--- src/rtl/dpc_pkg.sv ---
// Shared constants, operation codes and the decoded-command record for
// the dual-channel DAC register controller.
package dpc_pkg;
    localparam int CODE_W  = 16;
    localparam int FRAME_W = 24;
    localparam int NCH     = 2;

    // Operation field, word bits [23:20]
    localparam logic [3:0] OP_WR_IN      = 4'h1;
    localparam logic [3:0] OP_UPD        = 4'h2;
    localparam logic [3:0] OP_WR_UPD_ALL = 4'h3;
    localparam logic [3:0] OP_WR_UPD     = 4'h4;
    localparam logic [3:0] OP_PWR        = 4'h5;
    localparam logic [3:0] OP_SRST       = 4'h6;
    localparam logic [3:0] OP_REF        = 4'h7;

    localparam logic [3:0] TGT_ALL = 4'hF;

    typedef enum logic [1:0] {
        PD_ON    = 2'b00,
        PD_1K    = 2'b01,
        PD_100K  = 2'b10,
        PD_FLOAT = 2'b11
    } pd_e;

    typedef struct packed {
        logic              valid;
        logic [NCH-1:0]    wr;
        logic [NCH-1:0]    upd;
        logic [CODE_W-1:0] code;
        logic              pd_set;
        logic [NCH-1:0]    pd_mask;
        pd_e               pd_mode;
        logic              ref_set;
        logic              ref_val;
        logic              srst;
    } cmd_t;
endpackage

--- src/rtl/dpc_fall_det.sv ---
// Falling-edge detector for a level input that is synchronous to clk.
// Assumes the input is already in the clk domain. The history register
// resets high, so an input that is low at reset gives one harmless edge.
module dpc_fall_det (
    input  logic clk,
    input  logic rst_n,
    input  logic sig_n,
    output logic fall
);
    logic prev_q;

    // Remember the level from the previous cycle.
    always_ff @(posedge clk) begin
        if (!rst_n) prev_q <= 1'b1;
        else        prev_q <= sig_n;
    end

    assign fall = prev_q & ~sig_n;
endmodule

--- src/rtl/dpc_frame_decode.sv ---
// Turns a completed 24-bit command word into a decoded command record.
// Assumes frm_busy is high from the first shifted bit up to and including
// the frm_done cycle. A clear edge seen while busy drops that word.
module dpc_frame_decode
    import dpc_pkg::*;
#(
    parameter int RES_BITS = 12
) (
    input  logic               clk,
    input  logic               rst_n,
    input  logic               frm_busy,
    input  logic               frm_done,
    input  logic [FRAME_W-1:0] frm_word,
    input  logic               clr_fall,
    output cmd_t               cmd_o
);
    localparam int               LSB_W     = CODE_W - RES_BITS;
    localparam logic [CODE_W-1:0] CODE_MASK = ~CODE_W'((32'd1 << LSB_W) - 32'd1);

    logic           abort_q;
    logic           accept;
    logic [3:0]     op;
    logic [3:0]     tgt;
    logic [NCH-1:0] tsel;
    logic           tgt_ok;

    // Track a word that was cut by a clear edge until its end or idle.
    always_ff @(posedge clk) begin
        if (!rst_n)                        abort_q <= 1'b0;
        else if (clr_fall && frm_busy && !frm_done) abort_q <= 1'b1;
        else if (frm_done || !frm_busy)    abort_q <= 1'b0;
    end

    assign op     = frm_word[23:20];
    assign tgt    = frm_word[19:16];
    assign accept = frm_done & ~abort_q & ~clr_fall;

    // Build the per-channel select from the target field.
    always_comb begin
        for (int i = 0; i < NCH; i++)
            tsel[i] = (tgt == 4'(i)) || (tgt == TGT_ALL);
    end
    assign tgt_ok = |tsel;

    // Decode the operation into the command record.
    always_comb begin
        cmd_o         = '0;
        cmd_o.code    = frm_word[CODE_W-1:0] & CODE_MASK;
        cmd_o.pd_mask = frm_word[NCH-1:0];
        cmd_o.pd_mode = pd_e'(frm_word[5:4]);
        cmd_o.ref_val = frm_word[0];
        if (accept) begin
            case (op)
                OP_WR_IN: if (tgt_ok) begin
                    cmd_o.valid = 1'b1;
                    cmd_o.wr    = tsel;
                end
                OP_UPD: if (tgt_ok) begin
                    cmd_o.valid = 1'b1;
                    cmd_o.upd   = tsel;
                end
                OP_WR_UPD_ALL: if (tgt_ok) begin
                    cmd_o.valid = 1'b1;
                    cmd_o.wr    = tsel;
                    cmd_o.upd   = '1;
                end
                OP_WR_UPD: if (tgt_ok) begin
                    cmd_o.valid = 1'b1;
                    cmd_o.wr    = tsel;
                    cmd_o.upd   = tsel;
                end
                OP_PWR: begin
                    cmd_o.valid  = 1'b1;
                    cmd_o.pd_set = 1'b1;
                end
                OP_SRST: begin
                    cmd_o.valid = 1'b1;
                    cmd_o.srst  = 1'b1;
                end
                OP_REF: begin
                    cmd_o.valid   = 1'b1;
                    cmd_o.ref_set = 1'b1;
                end
                default: cmd_o.valid = 1'b0;
            endcase
        end
    end


    abort_drop_chk: assert property (@(posedge clk) disable iff (!rst_n)
        (clr_fall && frm_busy && !frm_done) |=> !(frm_done && cmd_o.valid));
endmodule

--- src/rtl/dpc_channel.sv ---
// One converter channel: staging register, output register, waiting flag
// and power-down mode. Assumes all controls are single-cycle qualified
// strobes from the top level. A clear has priority over any write.
module dpc_channel
    import dpc_pkg::*;
#(
    parameter int RES_BITS = 12
) (
    input  logic              clk,
    input  logic              rst_n,
    input  logic              srst,
    input  logic              clr,
    input  logic              wr,
    input  logic              upd,
    input  logic [CODE_W-1:0] code,
    input  logic              pass_en,
    input  logic              load_pulse,
    input  logic              pd_set,
    input  pd_e               pd_mode,
    output logic [CODE_W-1:0] dac_code,
    output pd_e               pd_state
);
    localparam int               LSB_W    = CODE_W - RES_BITS;
    localparam logic [CODE_W-1:0] LOW_MASK = CODE_W'((32'd1 << LSB_W) - 32'd1);

    logic [CODE_W-1:0] in_q, dac_q, new_in;
    logic              pend_q, xfer;
    pd_e               pd_q;

    assign new_in = wr ? code : in_q;
    assign xfer   = upd | (wr & pass_en) | (load_pulse & (pend_q | wr));

    // Update the staging and output registers and the waiting flag.
    always_ff @(posedge clk) begin
        if (!rst_n || srst) begin
            in_q   <= '0;
            dac_q  <= '0;
            pend_q <= 1'b0;
        end else if (clr) begin
            in_q   <= '0;
            dac_q  <= '0;
            pend_q <= 1'b0;
        end else begin
            in_q <= new_in;
            if (xfer) begin
                dac_q  <= new_in;
                pend_q <= 1'b0;
            end else if (wr) begin
                pend_q <= 1'b1;
            end
        end
    end

    // Hold the power-down mode chosen by software.
    always_ff @(posedge clk) begin
        if (!rst_n || srst) pd_q <= PD_ON;
        else if (pd_set)    pd_q <= pd_mode;
    end

    assign dac_code = dac_q;
    assign pd_state = pd_q;


    low_bits_chk: assert property (@(posedge clk) disable iff (!rst_n)
        ((in_q & LOW_MASK) == '0) && ((dac_q & LOW_MASK) == '0));

    clr_zero_chk: assert property (@(posedge clk) disable iff (!rst_n)
        (clr && !srst) |=> (in_q == '0 && dac_q == '0));

    dac_hold_chk: assert property (@(posedge clk) disable iff (!rst_n)
        !(upd || wr || load_pulse || clr || srst) |=> $stable(dac_q));

    srst_chk: assert property (@(posedge clk) disable iff (!rst_n)
        srst |=> (dac_q == '0 && pd_q == PD_ON));
endmodule

--- src/rtl/dac_pair_ctrl.sv ---
// Top of the dual-channel DAC register controller. It decodes command
// words and gates the load input against the clear input and the clear
// mode. It holds the reference enable and instantiates one channel per
// output. Assumes load_n and clr_n are synchronous to clk.
module dac_pair_ctrl
    import dpc_pkg::*;
#(
    parameter int RES_BITS = 12
) (
    input  logic        clk,
    input  logic        rst_n,
    input  logic        frm_busy,
    input  logic        frm_done,
    input  logic [23:0] frm_word,
    input  logic        load_n,
    input  logic        clr_n,
    output logic [15:0] code_a,
    output logic [15:0] code_b,
    output logic [1:0]  pd_a,
    output logic [1:0]  pd_b,
    output logic        ref_en
);
    logic              clr_fall, ld_fall;
    logic              clr_mode_q, ref_q;
    logic              load_pulse, pass_en;
    cmd_t              cmd;
    logic [CODE_W-1:0] codes [NCH];
    pd_e               pds   [NCH];

    dpc_fall_det u_clr_edge (.clk(clk), .rst_n(rst_n), .sig_n(clr_n),  .fall(clr_fall));
    dpc_fall_det u_ld_edge  (.clk(clk), .rst_n(rst_n), .sig_n(load_n), .fall(ld_fall));

    dpc_frame_decode #(.RES_BITS(RES_BITS)) u_dec (
        .clk(clk), .rst_n(rst_n), .frm_busy(frm_busy), .frm_done(frm_done),
        .frm_word(frm_word), .clr_fall(clr_fall), .cmd_o(cmd)
    );

    // Clear mode lasts from a clear edge until the next accepted command.
    always_ff @(posedge clk) begin
        if (!rst_n || cmd.srst) clr_mode_q <= 1'b0;
        else if (clr_fall)      clr_mode_q <= 1'b1;
        else if (cmd.valid)     clr_mode_q <= 1'b0;
    end

    // Reference enable follows software only.
    always_ff @(posedge clk) begin
        if (!rst_n || cmd.srst) ref_q <= 1'b0;
        else if (cmd.ref_set)   ref_q <= cmd.ref_val;
    end

    assign load_pulse = ld_fall & clr_n & ~clr_mode_q;
    assign pass_en    = ~load_n & clr_n;

    for (genvar g = 0; g < NCH; g++) begin : g_ch
        dpc_channel #(.RES_BITS(RES_BITS)) u_ch (
            .clk(clk), .rst_n(rst_n), .srst(cmd.srst), .clr(clr_fall),
            .wr(cmd.wr[g]), .upd(cmd.upd[g]), .code(cmd.code),
            .pass_en(pass_en), .load_pulse(load_pulse),
            .pd_set(cmd.pd_set & cmd.pd_mask[g]), .pd_mode(cmd.pd_mode),
            .dac_code(codes[g]), .pd_state(pds[g])
        );
    end

    assign code_a = codes[0];
    assign code_b = codes[1];
    assign pd_a   = pds[0];
    assign pd_b   = pds[1];
    assign ref_en = ref_q;


    ref_hold_chk: assert property (@(posedge clk) disable iff (!rst_n)
        !(cmd.ref_set || cmd.srst) |=> $stable(ref_en));

    clr_low_chk: assert property (@(posedge clk) disable iff (!rst_n)
        (!clr_n && !clr_fall && cmd.upd == '0 && !cmd.srst) |=> $stable({code_a, code_b}));

    reset_val_chk: assert property (@(posedge clk)
        !rst_n |=> (code_a == '0 && code_b == '0 && !ref_en));
endmodule

--- config.mk ---
export PLATFORM = sky130hd
export DESIGN_NAME = dac_pair_ctrl
export DESIGN_NICKNAME = d
export VERILOG_FILES = /design/src/rtl/dpc_pkg.sv /design/src/rtl/dpc_fall_det.sv /design/src/rtl/dpc_frame_decode.sv /design/src/rtl/dpc_channel.sv /design/src/rtl/dac_pair_ctrl.sv
export SDC_FILE = /design/constraint.sdc
export NUM_CORES = 1
export LEC_CHECK = 0
export BUFFER_PORTS_ARGS = -buffer_cell sky130_fd_sc_hd__buf_2
export CORE_MARGIN = 1.5
export CORE_UTILIZATION = 40
export CTS_CLUSTER_DIAMETER = 40
export DETAILED_ROUTE_END_ITERATION = 7
export MAX_ROUTING_LAYER = met4
export PLACE_DENSITY = 0.69
export SETUP_SLACK_MARGIN = 0.15
export SLEW_MARGIN = 15
export SYNTH_ARGS = -nofsm -noshare
export SYNTH_HDL_FRONTEND = slang
export SYNTH_SLANG_ARGS = --single-unit
export TNS_END_PERCENT = 20
--- constraint.sdc ---
create_clock -name clk -period 2.2 [get_ports clk]
set_input_delay 0 -clock clk [delete_from_list [all_inputs] [get_ports clk]]
set_output_delay 0 -clock clk [all_outputs]
set_load 0.005 [all_outputs]
* Yosys cells after proc, flatten, opt, wreduce, memory -nomap -nowiden *
Cells that the tools add are included.

operators by class
  equal/unequal tests = 9
  multiplexer cells = 21
  bitwise logic cells = 24
  reductions and logical operators = 17

operators by type and width
  kind                  number
  $mux W16              2
  $eq A4 B3 Y1 const B  4
  $mux W5               3
  $and A1 B1 Y1         13
  $pmux W2 S3           2
  $mux W1               11
  $reduce_or A3 Y1      3
  $eq A4 B1 Y1 const B  2
  $eq A4 B2 Y1 const B  2
  $or A1 B1 Y1          6
  $not A1 Y1            5
  $pmux W1 S5           1
  $eq A4 B4 Y1 const B  1
  $logic_not A4 Y1      1
  $logic_or A1 B1 Y1    4
  $reduce_bool A2 Y1    2
  $reduce_or A2 Y1      2
  $logic_not A1 Y1      3
  $mux W3               1
  $logic_and A1 B1 Y1   2
  $mux W2               1

storage, ports and cells
  register bits after elaboration = 75
  input port bits = 30
  output and inout bits = 37
  word-level logic and storage cells = 84

* Logic depth before layout (Yosys ltp) *
Gate-level depths: netlist of the first run.

  depth in word-level cells = 10
  mapped depth = 8
  depth with buffers taken out = 5

* Hierarchy *
A second synthesis of the first run with hierarchy kept.

second synthesis, totals
  cells, all modules = 317
  area, all modules = 3233.1 um2

modules (own cells, without submodules)
  module            instances  cells an instance  area an instance (um2)  sequential area each (um2)
  dpc_channel       2          121                1316.3                  700.7
  dpc_frame_decode  1          56                 422.9                   20.0
  dac_pair_ctrl     1          13                 112.6                   40.0
  dpc_fall_det      2          3                  32.5                    20.0

* Least setup slack after synthesis of the first run *
OpenSTA, ideal clock, no wires.

  kind = register to register
  start = register u_dec.abort_q
  end = register g_ch[1].u_ch.in_q[10]
  library setup time = 0.121 ns
  data arrival time = 1.640 ns
  data required time = 2.079 ns
  slack = 0.439 ns
  stages on the path, launching flop included = 7
  path buffers = 2
  clock period less this slack = 1.761 ns
  cells stage by stage = dfxtp_1 or3b_2 o31ai_4 nand2b_1 buf_2 buf_2 nor2_1

between the ends
  cells in the longest elaborated chain, start to end = 6
  elaborated cells between the ends (all ways) = 8
  those cells by class = mux: 3; bitwise: 3; reduce/logical: 2

ends and longest elaborated chain
  what                               line                    text
  start: declaration                 dpc_frame_decode.sv:20  logic abort_q;
  start signal: assignment           dpc_frame_decode.sv:29  if (!rst_n) abort_q <= 1'b0;
  start signal: assignment           dpc_frame_decode.sv:30  else if (clr_fall && frm_busy && !frm_done) abort_q <= 1'b1;
  start signal: assignment           dpc_frame_decode.sv:31  else if (frm_done || !frm_busy) abort_q <= 1'b0;
  $not A1 Y1 *                       dpc_frame_decode.sv:36  assign accept = frm_done & ~abort_q & ~clr_fall;
  $and A1 B1 Y1 * (2 in a row)       dpc_frame_decode.sv:36
  $mux W1                            dpc_frame_decode.sv:52  if (accept) begin
  $logic_or A1 B1 Y1                 dpc_channel.sv:35       if (!rst_n || srst) begin
  $reduce_or A2 Y1 (no source line)  --
  end signal: assignment             dpc_channel.sv:44       in_q <= new_in;
  end: declaration                   dpc_channel.sv:26       logic [CODE_W-1:0] in_q, dac_q, new_in;

Mark *: on every way between the ends. The rest lies on a longest branch, timed or not.
A chain may end at the register's enable or synchronous reset.

* Worst setup path after layout of the first run *
  start = register u_dec.abort_q
  end = register g_ch[0].u_ch.dac_q[1]

between the ends
  cells in the longest elaborated chain, start to end = 7
  elaborated cells between the ends (all ways) = 13
  those cells by class = mux: 3; bitwise: 8; reduce/logical: 2

ends and longest elaborated chain
  what                                           line                    text
  $not A1 Y1 *                                   dpc_frame_decode.sv:36
  $and A1 B1 Y1 * (2 in a row)                   dpc_frame_decode.sv:36
  $mux W5                                        dpc_frame_decode.sv:52
  $and A1 B1 Y1 or $or A1 B1 Y1 (tied branches)  dpc_channel.sv:31       assign xfer = upd | (wr & pass_en) | (load_pulse & (pend_q | wr));
  $or A1 B1 Y1 or $and A1 B1 Y1 (tied branches)  dpc_channel.sv:31
  $or A1 B1 Y1                                   dpc_channel.sv:31
  end signal: assignment                         dpc_channel.sv:46       dac_q <= new_in;
  end: declaration                               dpc_channel.sv:26

Marked as above.

==> results_dict.tcl, run 1 <==
set metrics [dict create \
    ys_seq_area_share_pct 50.27 \
    core_area_um2 7253 \
    fp-row-count 31 \
    synth_cells 295 \
    yosys_warnings 0 \
    pin_count 67 \
    routabilityCongestion 0.7943 \
    highest_layer "met4" \
    syn_area_um2 2987 \
    htree_levels 3 \
    slew_violations 0 \
    synth_area_per_cell_um2 10.12 \
    vias 2455 \
    final_hold_viol_count 0 \
    finalWorstSetupSlack_ns 0.2618 \
    min_path_cells 4 \
    rsz0062_at_grt "false" \
    dp.cells 449 \
    hpwlAfterDp_mm 4.584 \
    netlist_top_cells_area "dfxtp_1, mux2i_1, o41ai_1, nor2_1, a21oi_1" \
    fmax_mhz 515.9 \
    initial_core_util_pct 41.18 \
    wirelength_mm 6.838 \
    numClockSinks 75 \
    post-place-ws_ns 0.2760 \
    leakagePower_uw 0.001698 \
    synth.ff_latch_count 75 \
    wl_met1_mm 3.150 \
    syn_to_final_growth_pct 25.89 \
    cts_buffers 9 \
    layout.nets 409 \
    final_common_cell "dfxtp_1" \
    whs_endpoint "ref_en" \
    synth-main-ff-cell "dfxtp_1" \
    yosysTopAreaCellShare_pct 50.27 \
    cellPowerDensity_nw_per_um2 662.8 \
    synth.largest_area_cell "dfxtp_1" \
    grt_overflow 0 \
    drt-pass1-iter-count 4 \
    synth-simple-area-share_pct 16.17 \
    p_total_uw 2492 \
    cp-end-kind "flip-flop" \
    worst_pin_slew_ns 0.5218 \
    synthAdderAreaFrac_pct 0.3351 \
    r2r_slack_ns 0.26 \
    setup_viol 0 \
    drive_above_1_share_pct 29.43 \
    hold_start "frm_word[21]" \
    vias_per_cell 5.083 \
    r2r-end "g_ch[0].u_ch.dac_code[1]" \
    async_reset_ff_share_pct 0 \
    drv_cap 0 \
    worst_setup_path_start_kind "flip-flop" \
    status "finished, final reports clean" \
    first_iter_violations 65 \
    multi_input_area_um2 1313 \
    fp.dieW_um 89.41 \
    fin_setup_tns_ns 0 \
    fin_crit_ns 1.938 \
    drtAntennaViolNets 0 \
    max_slew_margin_pct 65.10 \
    grt_first_pass_wirelength_mm 10.87 \
    synth_cell_types 38 \
    syn_nets 325 \
    hp-class "primary input to flip-flop" \
    antenna_found_initial 0 \
    portBuffers 64 \
    n_fill_cell 679 \
    cp_data_required_time_ns 2.43 \
    wl_met2_mm 3.265 \
    grt_max_degree 41 \
    avgRoutedWirePerCell_um 14.16 \
    synth_compound_area_share_pct 15.12 \
    instances_no_fill 483 \
    critPathMaxFanout 40 \
    synth_xor_area_share_pct 0 \
    reg2reg_depth 6 \
    r2r_start "u_dec.abort_q" \
    track_usage_pct 18.39 \
    clk_pin_slew_ns 0.08 \
    regArea_um2 1501 \
    synth_edf_count 0 \
    ir_drop_mv 0.3947 \
    diodes 0 \
    tritoncts "built" \
    met3WireLength_um 341 \
    muxShareOfSynthArea_pct 12.07 \
    cts.path.max_buffers 2 \
    final_cell_mix "dfxtp_1, buf_2, nor2_1" \
    clk-insertion-delay-late_ns 0.34 \
    dieArea_um2 7994 \
    finClkSkew_ns 0.009134 \
    drc 0 \
    grt_pass1_vias 2288 \
    synth_top_family_by_area "simple AND/OR/NAND/NOR gates" \
    path_class "flip-flop to flip-flop" \
    crit_arrival_ns 2.17 \
    clockRootBuffer "clkbuf_8" \
    min_period_over_period_pct 88.10 \
    die_y_um 89.41 \
]
Yosys cell counts (2+ instances only):
library cell  instances
nand2_1              13
nand4_1               2
dfxtp_1              75
a21oi_2               8
o21bai_1              2
clkbuf_1             10
nor3b_2               2
nor3_1                4
or3_1                 4
a21oi_1              18
nor2b_1               4
nor2_2                2
nand3_1               9
buf_2                 5
inv_1                11
nand2b_1              3
mux2i_1              36
nor2_1               39
o41ai_1              24
buf_6                 5
and2_1                2
critical path, stage by stage (launching register included):
cell and delay (ns):
dfxtp_1 0.33, or3b_2 0.51, o31ai_4 0.38, nor2_2 0.05, buf_4 0.27, nand3_1 0.17
mux2i_1 0.08
cell type report:
class                           count  share of cell area, %
Sequential cell                    75                  39.93
Clock buffer                       11                  3.760
Multi-Input combinational cell    188                  34.91
Clock inverter                      5                 0.9651
Inverter                           11                  1.098
Timing Repair Buffer               94                  16.04
Tap cell                           99                  3.295
worst max path at each step:
| stage | slack (ns) | from | endpoint | depth (start not counted) |
|---|---|---|---|---|
| after global routing | 0.18 | u_dec.abort_q | g_ch[1].u_ch.dac_code[1] | 6 |
| final | 0.26 | u_dec.abort_q | g_ch[0].u_ch.dac_code[1] | 6 |
| after detailed placement | 0.28 | u_dec.abort_q | g_ch[1].u_ch.dac_code[1] | 6 |
| after CTS | 0.26 | u_dec.abort_q | g_ch[1].u_ch.dac_code[1] | 6 |
| after global placement | 0.31 | u_dec.abort_q | g_ch[1].u_ch.dac_code[1] | 6 |
| after floorplan | 0.44 | u_dec.abort_q | g_ch[1].u_ch.in_q[10] | 6 |
sequential cells by signal (all words and copies together), names as in the netlist:
register	flops
g_ch.u_ch.dac_code	32
g_ch.u_ch.in_q	32
g_ch.u_ch.pd_state	4
g_ch.u_ch.pend_q	2
clr_mode_q	1
ref_en	1
u_clr_edge.prev_q	1
u_dec.abort_q	1
u_ld_edge.prev_q	1
metal layers:
metal | vias up | GRT usage (%)
met4 | 0 | 5.455
met2 | 62 | 29.39
met1 | 1161 | 22.54
met5 | - | -
met3 | 8 | 5.355
li1 | 1224 | -
logic make-up (layout without fill, tap and decap cells):
| kind of cell | Yosys count | after routing |
|---|---|---|
| simple gates | 93 | 93 |
| flops | 75 | 75 |
| fa+ha+maj | 1 | 1 |
| mux | 36 | 36 |
| compound gates | 58 | 58 |
| buf+inv | 32 | 121 |
power breakdown:
group	internal [µW]	leakage [µW]	switching (µW)	total (µW)
clock	447	0.0000941	510	957
sequential	1360	0.000605	3.36	1370
combinational	75.9	0.000999	92.3	168
total	1890	0.00170	606	2490
timing repair:
action / in CTS / in global routing
buffers inserted: 0 / 0
setup endpoints to repair: 0 / 1
hold buffers: 18 / 0
hold endpoints to repair: 35 / 0
resized for setup: 0 / 1
per-stage QoR:
step	utilization (%)	hold slack, ns	area (µm²)
2_1_floorplan	-	0.06194	2987
3_3_place_gp	46.83	0.1898	3397
3_5_place_dp	46.83	0.1912	3397
4_1_cts	51.77	0.08306	3755
5_1_grt	51.84	0.1137	3760
6_report	51.84	0.08369	3760
Power figures use the tool's default switching activity.
==> inputs of run 2 (changes only) <==
--- a/config.mk
+++ b/config.mk
@@ -6,7 +6,7 @@
 export NUM_CORES = 1
 export LEC_CHECK = 0
 export BUFFER_PORTS_ARGS = -buffer_cell sky130_fd_sc_hd__buf_2
-export CORE_MARGIN = 1.5
+export CORE_MARGIN = 1
 export CORE_UTILIZATION = 40
 export CTS_CLUSTER_DIAMETER = 40
 export DETAILED_ROUTE_END_ITERATION = 7
==> constraint.sdc (replaced) <==
create_clock -name clk -period 2.2 [get_ports clk]
set_input_delay 0 -clock clk [delete_from_list [all_inputs] [get_ports clk]]
set_output_delay 0 -clock clk [all_outputs]
set_load 0.01 [all_outputs]
==> run 2 against run 1 <==
Against the previous run: cell area up 1.6%; setup slack gained 0.0035 ns; register-to-register slack about the same; combinational power hardly changed; first-iteration DRC count up 63%; fmax grew 0.18%; sequential share of layout area is 0.61 points lower; sequential power about the same; clock power rose by 26%; largest cell class unchanged.
==> results_dict.tcl, run 2 (same netlist as run 1, synthesis figures left out) <==
set metrics [dict create \
    status "finished, final reports clean" \
    vias_per_cell 5.037 \
    grt_overflow 0 \
    ir_drop_mv 0.5333 \
    wl_met2_mm 3.235 \
    final_hold_viol_count 0 \
    cp-end-kind "flip-flop" \
    worst_setup_path_start_kind "flip-flop" \
    cts.path.max_buffers 2 \
    core_area_um2 7253 \
    n_fill_cell 691 \
    routabilityCongestion 0.8109 \
    setup_viol 0 \
    post_cts_resized 0 \
    r2r_start "u_dec.abort_q" \
    worst_pin_slew_ns 0.5017 \
    layout.nets 410 \
    grt_max_degree 41 \
    track_usage_pct 19.08 \
    post-place-ws_ns 0.3000 \
    avgRoutedWirePerCell_um 14.15 \
    crit_path_max_incr_delay_ns 0.62 \
    whs_ns 0.006259 \
    clk_pin_slew_ns 0.08 \
    finClkSkew_ns 0.006216 \
    crit_end "g_ch[1].u_ch.dac_code[14]" \
    fp.dieW_um 88.41 \
    wl_met1_mm 3.161 \
    grt_pass1_vias 2348 \
    final_common_cell "dfxtp_1" \
    leakagePower_uw 0.001721 \
    fin_crit_ns 1.935 \
    cts_buffers 9 \
    finalWorstSetupSlack_ns 0.2653 \
    vias 2438 \
    crit_arrival_ns 2.16 \
    clk-insertion-delay-late_ns 0.35 \
    drt-pass1-iter-count 4 \
    crit_chain "nor3b_2, nand2_1, or3_1, mux2i_1, a21oi_1" \
    diodes 0 \
    tritoncts "built" \
    met3WireLength_um 375 \
    highest_layer "met4" \
    cellPowerDensity_nw_per_um2 719.9 \
    reg2reg_depth 5 \
    min_period_over_period_pct 87.94 \
    max_slew_margin_pct 66.44 \
    clockRootBuffer "clkbuf_8" \
    fmax_mhz 516.9 \
    syn_to_final_growth_pct 27.86 \
    slew_violations 0 \
    portBuffers 64 \
    pin_count 67 \
    hp-class "primary input to flip-flop" \
    rsz0062_at_grt "false" \
    cp_slowest_cell "or3_1" \
    r2r-end "g_ch[1].u_ch.dac_code[14]" \
    dieArea_um2 7816 \
    final_cell_mix "dfxtp_1, buf_2, nor2_1" \
    drive_above_1_share_pct 29.61 \
    grt_first_pass_wirelength_mm 11.06 \
    htree_levels 3 \
    hpwlAfterDp_mm 4.544 \
    r2r_slack_ns 0.27 \
    post_cts_buffers 0 \
    initial_core_util_pct 41.18 \
    drtAntennaViolNets 0 \
    drv_cap 0 \
    first_iter_violations 106 \
    path_class "flip-flop to flip-flop" \
    hold_start "frm_word[0]" \
    fp-row-count 31 \
    antenna_found_initial 0 \
    cts_hold_buf 18 \
    fin_setup_tns_ns 0 \
    die_y_um 88.41 \
    wirelength_mm 6.851 \
    drc 0 \
    cp_data_required_time_ns 2.43 \
    numClockSinks 75 \
    crit_start "u_dec.abort_q" \
    critPathMaxFanout 9 \
]
[run 2: cell types whose count changed in the layout (fill, tap and decap cells not counted), sizes merged]
cell,change
buf,+1
bufinv,+2
clkbuf,-1
clkinv,-2
clkinvlp,+1
[run 2: worst max-delay path, delay by kind of cell (launching register included)]
kind / cells / cell delay [ns]
simple gates: 3 / 1.10
mux: 1 / 0.28
compound gates: 1 / 0.09
flops: 1 / 0.34
[run 2: worst min-delay path by stage]
stage / endpoint / slack [ns] / cells past startpoint
final: ref_en / 0.006 / 4
after global routing: ref_en / 0.02 / 4
after CTS: ref_en / 0.01 / 4
after detailed placement: u_dec.abort_q / 0.20 / 2
after global placement: u_dec.abort_q / 0.19 / 2
after floorplan: u_ld_edge.prev_q / 0.06 / 1
[run 2: metrics by stage]
| stage | area, µm² | power (µW) | cells | utilization (%) |
|---|---|---|---|---|
| finish | 3819 | 2749 | 484 | 52.65 |
| global route | 3819 | 2857 | 484 | 52.65 |
| CTS | 3819 | 2781 | 484 | 52.65 |
| detailed placement | 3405 | 1544 | 450 | 46.94 |
| global placement | 3405 | 1542 | 450 | 46.94 |
| floorplan | 2987 | 1476 | 295 | - |
[run 2: per-layer routing]
| metal | GRT usage (%) | up-vias |
|---|---|---|
| li1 | - | 1224 |
| met1 | 23.07 | 1147 |
| met2 | 30.35 | 60 |
| met3 | 6.157 | 7 |
| met4 | 5.718 | 0 |
| met5 | - | - |
[run 2: area by class of cell]
class	instances	area (µm²)	area share (%)
clock inverters	6	96.34	2.523
well taps	99	123.9	3.244
clock buffers	10	137.6	3.604
repair buffers	95	610.6	15.99
flip-flops and latches	75	1501	39.32
multi-input cells	188	1308	34.24
inverters	11	41.29	1.081
[run 2: power by group]
group | total (µW) | internal (µW) | switching (µW)
registers | 1370 | 1360 | 3.42
clock network | 1210 | 683 | 529
logic | 171 | 77.1 | 93.6
